## src/rtl/wdog_pkg.sv

```systemverilog
package wdog_pkg;
  // Strobes from the control unit to the datapath; at most one is set per cycle.
  typedef struct packed {
    logic ldNew;   // load a freshly written configuration
    logic ldCur;   // reload the countdown from the stored configuration
    logic dec;     // count one tick
    logic expire;  // countdown ran out on this tick
  } wdStrobes_t;
endpackage

```

## src/rtl/wdog_ctrl.sv

```systemverilog
module wdog_ctrl
  import wdog_pkg::*;
(
  input  logic       cfgWrEn,
  input  logic       flagRdEn,
  input  logic       tick,
  input  logic       active,
  input  logic       cntIsOne,
  output wdStrobes_t strobes
);
  logic tickTaken;

  // A write wins over a read, and a read wins over a tick.
  assign tickTaken = tick && active && !cfgWrEn && !flagRdEn;

  always_comb begin
    strobes        = '0;
    strobes.ldNew  = cfgWrEn;
    strobes.ldCur  = flagRdEn && !cfgWrEn;
    strobes.dec    = tickTaken && !cntIsOne;
    strobes.expire = tickTaken && cntIsOne;
  end
endmodule

```

## src/rtl/wdog_dp.sv

```systemverilog
module wdog_dp
  import wdog_pkg::*;
#(
  parameter int RES_W = 2,
  parameter int MUL_W = 5
) (
  input  logic                       clk,
  input  logic                       rstN,
  input  wdStrobes_t                 strobes,
  input  logic [RES_W+MUL_W:0]       cfgWrData,
  output logic                       active,
  output logic                       cntIsOne,
  output logic [RES_W+MUL_W:0]       cfgReg,
  output logic                       flag,
  output logic                       rstPulse,
  output logic                       clrPulse,
  output logic                       irqPulse
);
  localparam int DATA_W  = RES_W + MUL_W + 1;
  localparam int STEER_B = DATA_W - 1;
  localparam int CNT_W   = MUL_W + 2 * ((1 << RES_W) - 1);

  logic [CNT_W-1:0] count;

  function automatic logic [CNT_W-1:0] timeoutOf(input logic [DATA_W-1:0] v);
    logic [CNT_W-1:0] mul;
    mul = CNT_W'(v[RES_W +: MUL_W]);
    return mul << (2 * v[RES_W-1:0]);
  endfunction

  function automatic logic armedBy(input logic [DATA_W-1:0] v);
    return v[RES_W +: MUL_W] != '0;
  endfunction

  assign cntIsOne = (count == CNT_W'(1));

  always_ff @(posedge clk or negedge rstN) begin
    if (!rstN) begin
      cfgReg   <= '0;
      count    <= '0;
      active   <= 1'b0;
      flag     <= 1'b0;
      rstPulse <= 1'b0;
      clrPulse <= 1'b0;
      irqPulse <= 1'b0;
    end else begin
      rstPulse <= 1'b0;
      clrPulse <= 1'b0;
      irqPulse <= 1'b0;
      if (strobes.ldNew) begin
        cfgReg <= cfgWrData;
        flag   <= 1'b0;
        count  <= timeoutOf(cfgWrData);
        active <= armedBy(cfgWrData);
      end else if (strobes.ldCur) begin
        count  <= timeoutOf(cfgReg);
        active <= armedBy(cfgReg);
      end else if (strobes.expire) begin
        flag   <= 1'b1;
        active <= 1'b0;
        if (cfgReg[STEER_B]) begin
          cfgReg   <= '0;
          rstPulse <= 1'b1;
          clrPulse <= 1'b1;
        end else begin
          irqPulse <= 1'b1;
        end
      end else if (strobes.dec) begin
        count <= count - CNT_W'(1);
      end
    end
  end
endmodule

```

## src/rtl/wdog_steer.sv

```systemverilog
module wdog_steer
  import wdog_pkg::*;
#(
  parameter int RES_W = 2,
  parameter int MUL_W = 5
) (
  input  logic                   clk,
  input  logic                   rstN,
  input  logic                   tick,
  input  logic                   cfgWrEn,
  input  logic [RES_W+MUL_W:0]   cfgWrData,
  input  logic                   flagRdEn,
  output logic [RES_W+MUL_W:0]   flagRdData,
  output logic [RES_W+MUL_W:0]   wdogCfg,
  output logic                   sysRstReq,
  output logic                   ctrlBitClr,
  output logic                   irqPulse
);
  localparam int DATA_W = RES_W + MUL_W + 1;

  wdStrobes_t strobes;
  logic       active;
  logic       cntIsOne;
  logic       flag;

  wdog_ctrl i_ctrl (
    .cfgWrEn (cfgWrEn),
    .flagRdEn(flagRdEn),
    .tick    (tick),
    .active  (active),
    .cntIsOne(cntIsOne),
    .strobes (strobes)
  );

  wdog_dp #(.RES_W(RES_W), .MUL_W(MUL_W)) i_dp (
    .clk      (clk),
    .rstN     (rstN),
    .strobes  (strobes),
    .cfgWrData(cfgWrData),
    .active   (active),
    .cntIsOne (cntIsOne),
    .cfgReg   (wdogCfg),
    .flag     (flag),
    .rstPulse (sysRstReq),
    .clrPulse (ctrlBitClr),
    .irqPulse (irqPulse)
  );

  assign flagRdData = {flag, {(DATA_W-1){1'b0}}};
endmodule

```

## config.mk

```make
export PLATFORM = sky130hd
export DESIGN_NAME = wdog_steer
export DESIGN_NICKNAME = d
export VERILOG_FILES = /design/src/rtl/wdog_pkg.sv /design/src/rtl/wdog_ctrl.sv /design/src/rtl/wdog_dp.sv /design/src/rtl/wdog_steer.sv
export SDC_FILE = /design/constraint.sdc
export NUM_CORES = 1
export LEC_CHECK = 0
export ABC_CLOCK_PERIOD_IN_PS = 3110
export BUFFER_PORTS_ARGS = -buffer_cell sky130_fd_sc_hd__buf_2
export CORE_MARGIN = 1
export CORE_UTILIZATION = 35
export DETAILED_ROUTE_END_ITERATION = 10
export GPL_TIMING_DRIVEN = 0
export SLEW_MARGIN = 20
export SYNTH_ARGS = -nofsm -noshare
export SYNTH_HDL_FRONTEND = slang
export SYNTH_SLANG_ARGS = --single-unit
```

## constraint.sdc

```tcl
create_clock -name clk -period 3.11 [get_ports clk]
set_clock_uncertainty 0.1 [all_clocks]
set_input_delay 0.1555 -clock clk [delete_from_list [all_inputs] [get_ports clk]]
set_output_delay 0.1555 -clock clk [all_outputs]
set_load 0.01 [all_outputs]
```

Word level (Yosys, flattened, before mapping)
Index checks and enable logic that the tools add are counted.
{"block": "op_classes", "muxes": 22, "n_eq_ne": 3, "shift": 2, "n_addsub": 1, "reduce_logical": 18}
{"op": "$mux 11", "count": 4}
{"op": "$mux 8", "count": 3}
{"op": "$shl 5x3->11", "count": 2}
{"op": "$mux 1", "count": 14}
{"op": "$eq 11x1->1 const B", "count": 1}
{"op": "$sub 11x1->11 const B", "count": 1}
{"op": "$reduce_bool 5->1", "count": 2}
{"op": "$mux 7", "count": 1}
{"op": "$logic_and 1x1->1", "count": 6}
{"op": "$reduce_bool 3->1", "count": 2}
{"op": "$reduce_and 2->1", "count": 2}
{"op": "$reduce_bool 2->1", "count": 2}
{"op": "$logic_not 1->1", "count": 3}
{"op": "$ne 3x2->1 const B", "count": 1}
{"op": "$reduce_and 3->1", "count": 1}
{"op": "$ne 2x2->1 const B", "count": 1}
{"block": "totals", "input_bits": 13, "word_cells": 53, "ff_bits": 23}

Logic depth before layout (Yosys ltp)
{"block": "logic_depth", "ltp_word": 8, "ltp_mapped": 6, "depth_no_buf": 6}

Modules after synthesis
Synthesis repeated with hierarchy kept, for this count alone.
{"block": "unflattened", "hier_cells": 177, "area_unflattened_um2": 1564.0}
{"module": "wdog_dp", "instances": 1, "seq_area_each_um2": 575.6, "area_each_um2": 1455.1, "cells_per_inst": 163}
{"module": "wdog_steer", "instances": 1, "seq_area_each_um2": 0.0, "area_each_um2": 63.8, "cells_per_inst": 9}
{"module": "wdog_ctrl", "instances": 1, "seq_area_each_um2": 0.0, "area_each_um2": 45.0, "cells_per_inst": 5}

Worst setup path after synthesis
No wires, ideal clock.
{"block": "synth_path", "path_kind": "register to register", "startpoint": "reg i_dp.count[6]", "endpoint": "reg i_dp.cfgReg[2]", "n_path_buf": 1, "slack_ps": 905, "t_arrival_ps": 1984, "stages_incl_launch_ff": 6, "required_ps": 2889, "cell_sequence": "dfrtp_1 buf_6 or4_4 or4_4 o31a_4 a22o_1"}
{"block": "synth_between", "elab_chain_cells": 4}
{"element": "from (decl)", "line_no": "wdog_dp.sv:23", "rtl": "logic [CNT_W-1:0] count;"}
{"element": "from (signal assigned)", "line_no": "wdog_dp.sv:53", "rtl": "count <= timeoutOf(cfgWrData);"}
{"element": "from (signal assigned)", "line_no": "wdog_dp.sv:56", "rtl": "count <= timeoutOf(cfgReg);"}
{"element": "from (signal assigned)", "line_no": "wdog_dp.sv:69", "rtl": "count <= count - CNT_W'(1);"}
{"element": "$eq 11x1->1", "line_no": "wdog_dp.sv:35", "rtl": "assign cntIsOne = (count == CNT_W'(1));"}
{"element": "$logic_and 1x1->1", "line_no": "wdog_ctrl.sv:21", "rtl": "strobes.expire = tickTaken && cntIsOne;"}
{"element": "$reduce_bool 2->1 (no source line)"}
{"element": "$reduce_and 3->1 (no source line)"}
{"element": "to (signal assigned)", "line_no": "wdog_dp.sv:51", "rtl": "cfgReg <= cfgWrData;"}
{"element": "to (decl)", "line_no": "wdog_dp.sv:13", "rtl": "output logic [RES_W+MUL_W:0] cfgReg,"}
Every way passes these cells.
A chain may end at the register's enable or synchronous reset.

Worst setup path after layout
{"block": "layout_path", "startpoint": "reg i_dp.count[1]", "endpoint": "reg i_dp.count[0]"}
{"block": "layout_between", "elab_chain_cells": 5, "elab_cells_between_ends": 7, "classes_between": "eq/ne (2); reduce/logical (5)"}
{"element": "$eq 11x1->1 *", "line_no": "wdog_dp.sv:35"}
{"element": "$logic_not 1->1", "line_no": "wdog_ctrl.sv:20", "rtl": "strobes.dec = tickTaken && !cntIsOne;"}
{"element": "$logic_and 1x1->1", "line_no": "wdog_ctrl.sv:20"}
{"element": "$reduce_bool 3->1 (no source line)"}
{"element": "$reduce_and 2->1 (no source line) *"}
Every way passes the cells marked *; elsewhere a longest branch is shown, timed or not.

==> flow_summary_export.csv <==
group,metric,value,unit
status,status,"finished clean",
setup_path,rr_worst_depth,6,
yosys,synth_most_common_cell,"dfrtp_1",
timing,period_minus_slack,2.43,ns
timing,final.period_utilization,78.2,%
min_path,hold_path_class,"in -> reg",
grt,antenna_found_initial,0,
yosys,synth.area.mux_share,5.88,%
cts,cts_setup_buffers,0,
setup_path,crit_slowest_cell,"or3b_2",
cts,numCtsBuffers,3,
die,std_cell_rows,23,
yosys,synth_top_family_by_area,"compound AO/OA/AOI/OAI gates",
power,power_density,447,mW/mm2
yosys,synthSimpleGateAreaFrac,23.0,%
cts,cts_max_level,1,
finish,antenna_cells,0,
place,io_buffers,22,
setup_path,arrival,2.49,ns
yosys,syn_area,0.00155,mm2
power,power_frac_comb,31.0,%
power,power_frac_seq,45.4,%
setup_path,required,3.17,ns
die,die-area,0.00471,mm2
setup_path,reg2reg_to,"i_dp.count[0]",
yosys,synth_xor_area_share,0,%
setup_path,reg2reg_from,"i_dp.count[1]",
finish,finish.net_count,221,
die,dieWidth,68.6,um
yosys,synth_adder_area_share,1.61,%
yosys,yosysWarnings,0,
setup_path,crit_path_end_kind,"flop",
power,internal-power,0.529,mW
routing,vias,1432,
place,placed_cell_area,0.00175,mm2
timing,hold_violations,0,
routing,drt_iter0_drc,179,
setup_path,path_buf_inv,1,
routing,drcViolationCount,0,
place,hpwl,2920,um
setup_path,cp_max_fo,8,
min_path,hold-path-endpoint,"i_dp.cfgReg[7]",
timing,tns,0,ns
yosys,async_flop_share,100,%
routing,wl_per_cell,15.3,um
cts,cts_tree,"built",
grt,grtUsageTotal,19.0,%
cts,clock_path_buffers,2,
setup_path,rrSetupSlack,0.68,ns
timing,fmax,411,MHz
yosys,synth_cells,172,
routing,ant_nets,0,
cts,cts.reportedPaths.clkPinSlew,0.08,ns
cts,clock_sinks,23,
setup_path,cpPeakStageDelay,0.50,ns
grt,grt_pass1_vias,1349,
grt,grt_pass1_wl,6490,um
timing,worst_slew_pin_slew,0.838,ns
routing,routed_wl,3900,um
setup_path,path_delay_family,"simple AND/OR/NAND/NOR gates",
cts,cts_resized,0,
min_path,hold_depth,2,
flow_run,max-cap-violations,0,
yosys,yosys_register_bits,23,
cts,cts_root_buffer,"clkbuf_8",
yosys,synthFlopType,"dfrtp_1",
finish,drive_above_1_share,22.9,%
finish,num-fill-cells,419,
grt,grt_max_degree,24,
yosys,synth.top_cell.area_share,37.1,%
die,io_pins,32,
routing,via_per_inst,5.62,
yosys,yosysSeqAreaShare,37.1,%
finish,finalInstanceArea,0.00180,mm2
place,gp_congestion,0.944,
cts,clock_latency,0.27,ns
power,clkPwrFrac,23.6,%
finish,area_delta_synth_final,16.1,%
die,die_y,68.6,um
setup_path,worstPathCellList,"inv_1 -> ha_1 -> or3b_2 -> o31a_2 -> nor2_2 -> mux2_2",
yosys,yosys.area.top_type,"dfrtp_1",
min_path,worstHoldStart,"cfgWrData[7]",
yosys,ys_top_cells_by_count,"23 x dfrtp_1, 11 x nand2_1, 11 x o21ai_0, 10 x nor2_1",
power,power_leakage,0.809,nW
yosys,synth-compound-area-share,23.4,%
yosys,synth_edf_count,0,
setup_path,path_class,"reg -> reg",
cts,cts_hold_buf,1,
die,core_area,0.00412,mm2
timing,maxSlewHeadroom,43.3,%
yosys,synth.avg_cell_area,9.03,um2
power,switching_share,34.3,%
power,p_sw,0.277,mW
power,ir_drop,0.000232,V
routing,drt_pass1_iterations,4,
die,initial_core_util,37.7,%
timing,setup_viol,0,
yosys,yosys.cell_types.count,50,
grt,gr-total-overflow,0,
timing,maxSlewViolCount,0,
setup_path,start_kind,"flop",
timing,rsz0062_at_grt,"no",
yosys,synth.area.top_cells,"dfrtp_1 37%, mux2i_1 5.2%, a22o_1 4.5%, buf_4 4.4%, o22ai_1 3.6%",
[metal layers]
layer  GRT usage (%)  part of all wire [%]  wire length (um)
met1            26.6                    48              1870
met2            27.8                    44              1720
met3            4.77                   5.7               222
met4            6.77                   2.3                91
met5               0                     0                 0
[state kept, by name, summed over array words and instances (netlist names)]
| name | cells |
|---|---|
| i_dp.flag | 1 |
| i_dp.cfgReg | 8 |
| i_dp.count | 11 |
| i_dp.rstPulse | 1 |
| i_dp.irqPulse | 1 |
| i_dp.active | 1 |
[cells in the final DEF, fill, tap and decap left out, drive strengths merged, types with 2 or more instances in the layout]
| cell type | synthesis | routed |
|---|---|---|
| nor4 | 4 | 4 |
| or4 | 3 | 3 |
| o22a | 2 | 2 |
| a41oi | 2 | 2 |
| a21oi | 6 | 6 |
| nand4 | 3 | 3 |
| nor3b | 3 | 3 |
| nand2 | 11 | 11 |
| or3b | 3 | 3 |
| o21ai | 11 | 11 |
| inv | 5 | 5 |
| nand2b | 3 | 3 |
| ha | 2 | 2 |
| conb | 1 | 7 |
| dfrtp | 23 | 23 |
| a22o | 8 | 8 |
| clkbuf | 8 | 12 |
| nor3 | 7 | 7 |
| mux2i | 8 | 8 |
| o311ai | 2 | 2 |
| nor2 | 11 | 11 |
| buf | 12 | 34 |
| o31a | 2 | 2 |
| nand3b | 4 | 4 |
| o22ai | 9 | 9 |
[how the worst max path moves through the flow]
stage	start	end	slack, ns	cells past startpoint
finish	i_dp.count[1]	i_dp.count[0]	0.68	6
global route	i_dp.count[1]	i_dp.count[0]	0.57	6
CTS	i_dp.count[1]	i_dp.count[0]	0.70	6
detailed placement	i_dp.count[1]	i_dp.count[0]	0.71	6
global placement	i_dp.count[1]	i_dp.count[0]	0.70	6
floorplan	i_dp.count[6]	i_dp.cfgReg[2]	0.90	5
[metrics by stage]
step                std cells  hold WS [ns]  total power, mW  setup WS [ns]  utilization, %
CTS                       255        0.0273            0.809          0.695            43.8
finish                    255        0.0256            0.806          0.677            43.8
global route              255        0.0191            0.860          0.570            43.8
floorplan                 178        -0.240            0.543          0.905               -
global placement          250        0.0687            0.617          0.697            42.5
detailed placement        250        0.0738            0.618          0.709            42.5
[cell type report]
| class | count | area [um2] | area share (%) |
|---|---|---|---|
| tap | 50 | 62.6 | 3.47 |
| clock buffer | 4 | 45.0 | 2.50 |
| timing repair buffer | 23 | 120 | 6.66 |
| multi-input combinational | 130 | 863 | 47.9 |
| inverter | 5 | 18.8 | 1.04 |
| buffer | 20 | 118 | 6.52 |
| sequential | 23 | 576 | 31.9 |
[cells by family after synthesis]
logic type	count (synthesis)
buffers and inverters	25
DFF	23
adders and majority gates	2
and+or+nand+nor	61
other	1
muxes	9
AOI/OAI and AO/OA	51
[power by group through the flow]
stage          Combinational, mW  Sequential [mW]  Clock (mW)
2_1_floorplan              0.176            0.367           0
3_3_place_gp               0.246            0.371           0
3_5_place_dp               0.246            0.372           0
4_1_cts                    0.248            0.366       0.196
5_1_grt                    0.279            0.371       0.210
6_report                   0.249            0.366       0.191
No activity file was read; power rests on OpenSTA's default activity.
